==> src/rtl/pwr_seq_pkg.sv <==
package pwr_seq_pkg;

    typedef enum logic [1:0] {
        PM_OFF   = 2'd0,
        PM_SAVE  = 2'd1,
        PM_RUN   = 2'd2,
        PM_FAULT = 2'd3
    } pm_mode_e;

    // Registered control state of the sequencer.
    typedef struct packed {
        pm_mode_e   mode;
        logic       fault;
        logic [1:0] prev;   // last synchronized {b, a} sample
    } pm_state_t;

    localparam pm_state_t PM_STATE_RST = '{mode: PM_OFF, fault: 1'b0, prev: 2'b00};

endpackage

==> src/rtl/pwr_sync2.sv <==
module pwr_sync2 #(
    parameter int WIDTH = 2
) (
    input  logic             clk,
    input  logic             rst_n,
    input  logic [WIDTH-1:0] async_i,
    output logic [WIDTH-1:0] sync_o
);

    logic [WIDTH-1:0] meta_q;
    logic [WIDTH-1:0] meta_d;
    logic [WIDTH-1:0] hold_q;
    logic [WIDTH-1:0] hold_d;

    generate
        for (genvar i = 0; i < WIDTH; i++) begin : g_bit
            always_comb begin
                meta_d[i] = async_i[i];
                hold_d[i] = meta_q[i];
            end

            always_ff @(posedge clk or negedge rst_n) begin
                if (!rst_n) begin
                    meta_q[i] <= 1'b0;
                    hold_q[i] <= 1'b0;
                end else begin
                    meta_q[i] <= meta_d[i];
                    hold_q[i] <= hold_d[i];
                end
            end
        end
    endgenerate

    assign sync_o = hold_q;

endmodule

==> src/rtl/pwr_settle_timer.sv <==
module pwr_settle_timer #(
    parameter int LIMIT = 12500
) (
    input  logic clk,
    input  logic rst_n,
    input  logic run_i,
    output logic done_o
);

    localparam int CNT_W = $clog2(LIMIT + 1);
    localparam logic [CNT_W-1:0] LIMIT_C = CNT_W'(LIMIT);

    logic [CNT_W-1:0] cnt_d, cnt_q;
    logic             done_d, done_q;

    always_comb begin
        cnt_d  = '0;
        if (run_i) begin
            cnt_d = (cnt_q >= LIMIT_C) ? cnt_q : cnt_q + 1'b1;
        end
        done_d = run_i && (cnt_d >= LIMIT_C);
    end

    always_ff @(posedge clk or negedge rst_n) begin
        if (!rst_n) begin
            cnt_q  <= '0;
            done_q <= 1'b0;
        end else begin
            cnt_q  <= cnt_d;
            done_q <= done_d;
        end
    end

    assign done_o = done_q;

endmodule

==> src/rtl/pwr_mode_seq.sv <==
module pwr_mode_seq
    import pwr_seq_pkg::*;
#(
    parameter int CYC_PER_US = 250,
    parameter int SETTLE_US  = 50
) (
    input  logic       clk,
    input  logic       rst_n,
    input  logic       pwr_a_i,
    input  logic       pwr_b_i,
    output logic [1:0] mode_o,
    output logic       core_en_o,
    output logic       cp_hiz_o,
    output logic       wr_en_o,
    output logic       keep_cfg_o,
    output logic       cfg_clear_o,
    output logic       fault_o
);

    localparam int SETTLE_CYC = CYC_PER_US * SETTLE_US;

    logic [1:0] pins_s;     // {b, a} after synchronization
    logic       a_s, b_s;
    logic       timer_run;
    pm_state_t  st_d, st_q;

    pwr_sync2 #(.WIDTH(2)) u_sync (
        .clk     (clk),
        .rst_n   (rst_n),
        .async_i ({pwr_b_i, pwr_a_i}),
        .sync_o  (pins_s)
    );

    assign a_s = pins_s[0];
    assign b_s = pins_s[1];

    always_comb begin
        logic both_low;
        logic illegal;
        logic joint_rise;

        both_low   = !a_s && !b_s;
        illegal    = !a_s && b_s;
        joint_rise = (st_q.prev == 2'b00) && a_s && b_s;

        st_d       = st_q;
        st_d.prev  = pins_s;
        st_d.fault = (st_q.fault || illegal || joint_rise) && !both_low;

        if (st_d.fault) begin
            st_d.mode = PM_FAULT;
        end else if (both_low) begin
            st_d.mode = PM_OFF;
        end else if (b_s) begin
            st_d.mode = PM_RUN;
        end else begin
            st_d.mode = PM_SAVE;
        end

        timer_run = a_s && !st_d.fault;
    end

    always_ff @(posedge clk or negedge rst_n) begin
        if (!rst_n) begin
            st_q <= PM_STATE_RST;
        end else begin
            st_q <= st_d;
        end
    end

    pwr_settle_timer #(.LIMIT(SETTLE_CYC)) u_timer (
        .clk    (clk),
        .rst_n  (rst_n),
        .run_i  (timer_run),
        .done_o (wr_en_o)
    );

    assign mode_o      = st_q.mode;
    assign fault_o     = st_q.fault;
    assign core_en_o   = (st_q.mode == PM_RUN);
    assign cp_hiz_o    = (st_q.mode != PM_RUN);
    assign keep_cfg_o  = (st_q.mode == PM_SAVE) || (st_q.mode == PM_RUN);
    assign cfg_clear_o = (st_q.mode == PM_OFF) || (st_q.mode == PM_FAULT);

endmodule

==> config.mk <==
export PLATFORM = sky130hd
export DESIGN_NAME = pwr_mode_seq
export DESIGN_NICKNAME = d
export VERILOG_FILES = /design/src/rtl/pwr_seq_pkg.sv /design/src/rtl/pwr_sync2.sv /design/src/rtl/pwr_settle_timer.sv /design/src/rtl/pwr_mode_seq.sv
export SDC_FILE = /design/constraint.sdc
export NUM_CORES = 1
export LEC_CHECK = 0
export BUFFER_PORTS_ARGS = -buffer_cell sky130_fd_sc_hd__buf_2
export CAP_MARGIN = 20
export CORE_MARGIN = 10
export CORE_UTILIZATION = 60
export CTS_BUF_LIST = sky130_fd_sc_hd__clkbuf_16
export DETAILED_ROUTE_END_ITERATION = 8
export PLACE_DENSITY = 0.8
export SYNTH_ARGS = -nofsm -noshare
export SYNTH_HDL_FRONTEND = slang
export SYNTH_SLANG_ARGS = --single-unit
==> constraint.sdc <==
create_clock -name clk -period 5.7 [get_ports clk]
set_clock_uncertainty 0.1 [all_clocks]
set_input_delay 0.285 -clock clk [delete_from_list [all_inputs] [get_ports clk]]
set_output_delay 0.285 -clock clk [all_outputs]
set_load 0.03 [all_outputs]
== Word level (Yosys, flattened, before mapping) ==
Cells that the tools add are included.
Storage, ports and cells
  register bits: 24
  output and inout bits: 8
  word-level logic and storage cells: 38
Cells by class
  $add $sub $neg: 1
  $lt $le $gt $ge: 2
  equal/unequal tests: 4
  multiplexer cells: 5
  reductions and logical operators: 17
Operators by type and width (count)
  14-bit >= comparator, second input constant: 2
  14-bit two-way mux: 2
  14-bit by 1-bit adder with 14-bit output, second input constant: 1
  1-bit logical AND: 7
  2-bit two-way mux: 3
  2-bit == test, second input constant: 2
  1-bit zero test: 4
  2-bit zero test: 2
  1-bit logical OR: 4
  2-bit by 1-bit == test with 1-bit output, second input constant: 1
  2-bit != test, second input constant: 1

== Logic depth before layout (Yosys ltp) ==
  depth after elaboration: 10
  mapped depth: 7
  gate-level depth less buffers: 6

== Cells and area by module ==
Synthesis repeated with hierarchy kept, for this count alone.
Unflattened totals
  cell total of the unflattened synthesis: 136
  area total of the unflattened synthesis: 1302.5 µm²
By module, submodules not included
  pwr_settle_timer: times used 1, cells an instance 112, area each 982.2 µm², sequential area each 375.4 µm²
  pwr_mode_seq: times used 1, cells an instance 20, area each 220.2 µm², sequential area each 125.1 µm²
  pwr_sync2: times used 1, cells an instance 4, area each 100.1 µm², sequential area each 100.1 µm²

== Least setup slack after synthesis ==
Ideal clock, no wire load.
  path type: register to register
  start: register u_timer.cnt_q[10]
  end: register u_timer.done_q, in the netlist u_timer.done_o
  library setup time: 0.083 ns
  data arrival time: 1.900 ns
  path slack: 3.618 ns
  cell stages (with the launch flop): 7
  path buffers: 0
  period minus slack after synthesis: 2.082 ns
  cell sequence: dfrtp_1 -> or4_4 -> a211o_4 -> nor3_4 -> mux2i_1 -> a31oi_1 -> o22ai_1
Between the ends
  word-level cells in the longest chain between the ends: 5
RTL lines
  start, declared: RTL line pwr_settle_timer.sv:13  | logic [CNT_W-1:0] cnt_d, cnt_q;
  start signal, assigned: RTL line pwr_settle_timer.sv:29  | cnt_q <= cnt_d;
  14-bit by 1-bit adder with 14-bit output or 14-bit >= comparator (tied branches): RTL line pwr_settle_timer.sv:19  | cnt_d = (cnt_q >= LIMIT_C) ? cnt_q : cnt_q + 1'b1;
  14-bit two-way mux (*): RTL line pwr_settle_timer.sv:19
  14-bit two-way mux (*): RTL line pwr_settle_timer.sv:18  | if (run_i) begin
  named net u_timer.cnt_d[11]: RTL line pwr_settle_timer.sv:13
  14-bit >= comparator (*): RTL line pwr_settle_timer.sv:21  | done_d = run_i && (cnt_d >= LIMIT_C);
  1-bit logical AND (*): RTL line pwr_settle_timer.sv:21
  named net u_timer.done_d: RTL line pwr_settle_timer.sv:14  | logic done_d, done_q;
  end signal, assigned: RTL line pwr_settle_timer.sv:30  | done_q <= done_d;
  end, declared: RTL line pwr_settle_timer.sv:14
The timed path passes the listed nets; every way through them passes the cells marked *.

== Worst setup path after layout ==
  start: register u_timer.cnt_q[2]
  end: register u_timer.done_q, in the netlist u_timer.done_o
Between the ends
  word-level cells in the longest chain between the ends: 5
RTL lines (RTL line)
  14-bit by 1-bit adder with 14-bit output or 14-bit >= comparator (tied branches): pwr_settle_timer.sv:19
  14-bit two-way mux (*): pwr_settle_timer.sv:19
  14-bit two-way mux (*): pwr_settle_timer.sv:18
  14-bit >= comparator (*): pwr_settle_timer.sv:21
  1-bit logical AND (*): pwr_settle_timer.sv:21
  named net u_timer.done_d: pwr_settle_timer.sv:14
Marks and branches as above.

==> results.md <==
* Most instantiated flip-flop cell in the synthesis netlist: dfrtp_1
* Headroom to the max-slew limit at 0.653
* Cells along the critical path: o21ai_0 > a21oi_2 > nor2_1 > or4b_2 > a31oi_1 > o22ai_1
* Antenna violations before repair at 0
* Number of global-route vias before repair at 1007
* Last weighted congestion value of the routability-driven placer at 0.865
* Routed length per placed instance at 15.8 µm
* Hold Fails Final Rpt at 0
* Starting density of the core at 0.615
* DRC violation count after routing at 0
* Library cell used as clock root buffer: clkbuf_16
* Maximum number of pins on one net before global-route repair at 25
* Shortest clock period the worst path allows after layout at 2.39 ns
* Detailed-route via count at 1013
* Core Rows at 17
* Clk Latency, worst-skew pair at 0.26 ns
* Met1 Usage GRT at 0.165
* Layout cell share with drive strength beyond 1 at 0.196
* Met3 usage at 0.0314
* CP endpoint kind: register
* Count of inserted antenna diode cells at 0
* Die height at 67.2 µm
* Overall overflow remaining after global route at 0
* Number of cells on the critical path at 6
* Proportion of register bits with asynchronous set or reset after synthesis at 1.00
* Detailed router's first-iteration violation count at 38
* Vias per cell at 5.92
* Die extent in x at 67.2 µm
* PD cells at 277 nW/µm²
* Post-Route Utilization at 0.689
* Leakage power summed over all cells at 0.000627 µW
* Dpl hpwl at 1950 µm
* Critical path type: register to register
* All-layer global routing usage at 0.130
* Startpoint class of the critical path: register
* Kind of path behind the tightest hold check: input pin to register
* Most Crowded Layer GR: met2
* Yosys reg bits at 24
* Bufs and invs on worst path at 0
* Sequential fraction of the synthesis area at 0.450
* Leading cell type by number of instances after synthesis: dfrtp_1
* Mean cell area of the mapped netlist at 9.96 µm²
* Worst reg-to-reg path cell count at 6
* Number of endpoints failing setup at the final stage at 0
* Met2 Usage GRT at 0.214
* Run status: finished clean
* Number of buffers created by CTS at 3
* Distinct cell type count after synthesis at 43
* Final total negative setup slack at 0 ns
* Instance count along the most critical hold path at 1
* Net count after synthesis at 141
* Die Outline Area at 4510 µm²
* Clock edge transition at the registers on the reported setup and hold paths at 0.06 ns
* Fraction of synthesized cell area taken by the top area cell type at 0.450
* Post-route fraction of the period consumed by the critical path at 0.419
* Max stage delay on crit path at 0.62 ns
* Cell area after synthesis at 1340 µm²
* Number of gates resized after CTS at 0
* Post-synthesis to final-layout area growth at 11.9%
* Post-CTS Setup Repair Bufs at 0
* Post-synthesis cell type with the largest combined area: dfrtp_1
* Achievable Freq at 419 MHz
* Top cell types by occurrence after synthesis: dfrtp_1 (24), nand2_1 (15), nor2_1 (12)
* Maximum resistive drop on vdd at 0.000208 V
* Clock sink count at 24
* Number of enable-type register cells in the synthesized netlist at 0
* DR pass1 iterations at 4
* Synthesis warning total at 0
* Setup repair after global routing missed its margin: false
* Core ar. at 2170 µm²
* Port bufs at 11
* Ranking of synthesized cells by area: dfrtp_1 (45%), nand2_1 (4.2%), nor2_1 (3.4%), xnor2_1 (3.3%), buf_4 (2.8%)
* Final layout net count at 151
* TritonCTS clock tree: built
* Cell count after synthesis at 134
* Number of max-slew violations in the final report at 0
* Post-route antenna net violation count at 0
* Htree depth at 1
* Total of max-cap violations at 0
* Cell with the biggest individual delay on the critical path: or4b_2
* Hold-fix buffer count after cts at 1
* Arr. time, crit path at 2.41 ns
* Maximum fanout along the worst path at 10
* Routed wire length at 2700 µm
* First-pass GRT wire length at 4650 µm
* Critical path data required time at 5.72 ns
* CP delay by family, top: compound AO/OA/AOI/OAI gates
* Maximum clock insertion buffer count at 2
* Number of top-level design ports at 12
* Transition time of the tightest slew-check pin at 0.521 ns
## kinds of logic after synthesis
family                   after synthesis  synth area share
buffers and inverters                 15            0.0572
AO/OA/AOI/OAI                         28             0.176
XOR/XNOR                               8            0.0525
adder cells (fa/ha/maj)                3            0.0281
AND/OR/NAND/NOR                       54             0.221
flip-flops                            24             0.450
multiplexers                           2            0.0150
## metal layers
layer  part of all wire  vias to the layer above  wire, µm
li1                   -                      492         -
met1               0.45                      495      1200
met2               0.51                       22      1360
met3              0.040                        4       107
met4             0.0082                        0        22
met5                  0                        -         0
## metrics by stage
step / std cells / power [µW] / cell area (µm²) / hold WS (ns) / setup slack [ns]
global route: 171 / 427 / 1490 / 0.0264 / 3.21
floorplan: 134 / 208 / 1340 / -0.111 / 3.62
global placement: 166 / 218 / 1380 / 0.188 / 3.44
detailed placement: 166 / 219 / 1380 / 0.191 / 3.38
finish: 171 / 414 / 1490 / 0.0325 / 3.31
CTS: 171 / 418 / 1490 / 0.0308 / 3.33
## worst paths after layout
| kind | from | endpoint | slack, ns |
|---|---|---|---|
| max | u_timer.cnt_q[2] | u_timer.done_o | 3.31 |
| min | pwr_a_i | u_sync.hold_d[0] | 0.03 |
| max reg2reg | u_timer.cnt_q[2] | u_timer.done_o | 3.31 |
| min reg2reg | u_sync.hold_d[0] | u_sync.sync_o[0] | 0.25 |
| max in group asynchronous | rst_n | u_sync.sync_o[0] | 4.72 |
| min in group asynchronous | rst_n | u_timer.cnt_q[1] | 0.43 |
## sequential cells by signal, indices dropped and copies added, names as in the netlist
register / cells
u_timer.cnt_q: 14
u_timer.done_o: 1
fault_o: 1
u_sync.hold_d: 2
u_sync.sync_o: 2
st_q: 2
mode_o: 2
## layout make-up
type,instances,area [µm²]
Fill cell,168,676
Multi-Input combinational cell,95,658
Sequential cell,24,601
Clock buffer,3,75.1
Timing Repair Buffer,12,65.1
Tap cell,28,35.0
Clock inverter,1,30.0
Inverter,8,30.0
## power breakdown
part           switching (µW)  total, µW  internal, µW  leakage [µW]
Sequential               4.30        180           175      0.000312
Combinational            25.9       35.7          9.82      0.000264
Clock                    59.1        199           140     0.0000511
Total                    89.3        414           325      0.000627
## cell usage in the layout (no fill, tap or decap), types with 5 or more instances in the layout
| cell | instances |
|---|---|
| a21oi_1 | 5 |
| nand4_1 | 5 |
| dfrtp_1 | 24 |
| xnor2_1 | 5 |
| nor3_1 | 5 |
| nand2_1 | 15 |
| nor2_1 | 12 |
| inv_1 | 8 |
| buf_2 | 11 |
## worst register-to-register path: cells and delay by family (launching register included)
family          cells  cell delay (ns)
flops               1             0.53
simple gates        2             0.72
compound gates      4             0.89
(Power assumes the default switching activity.)
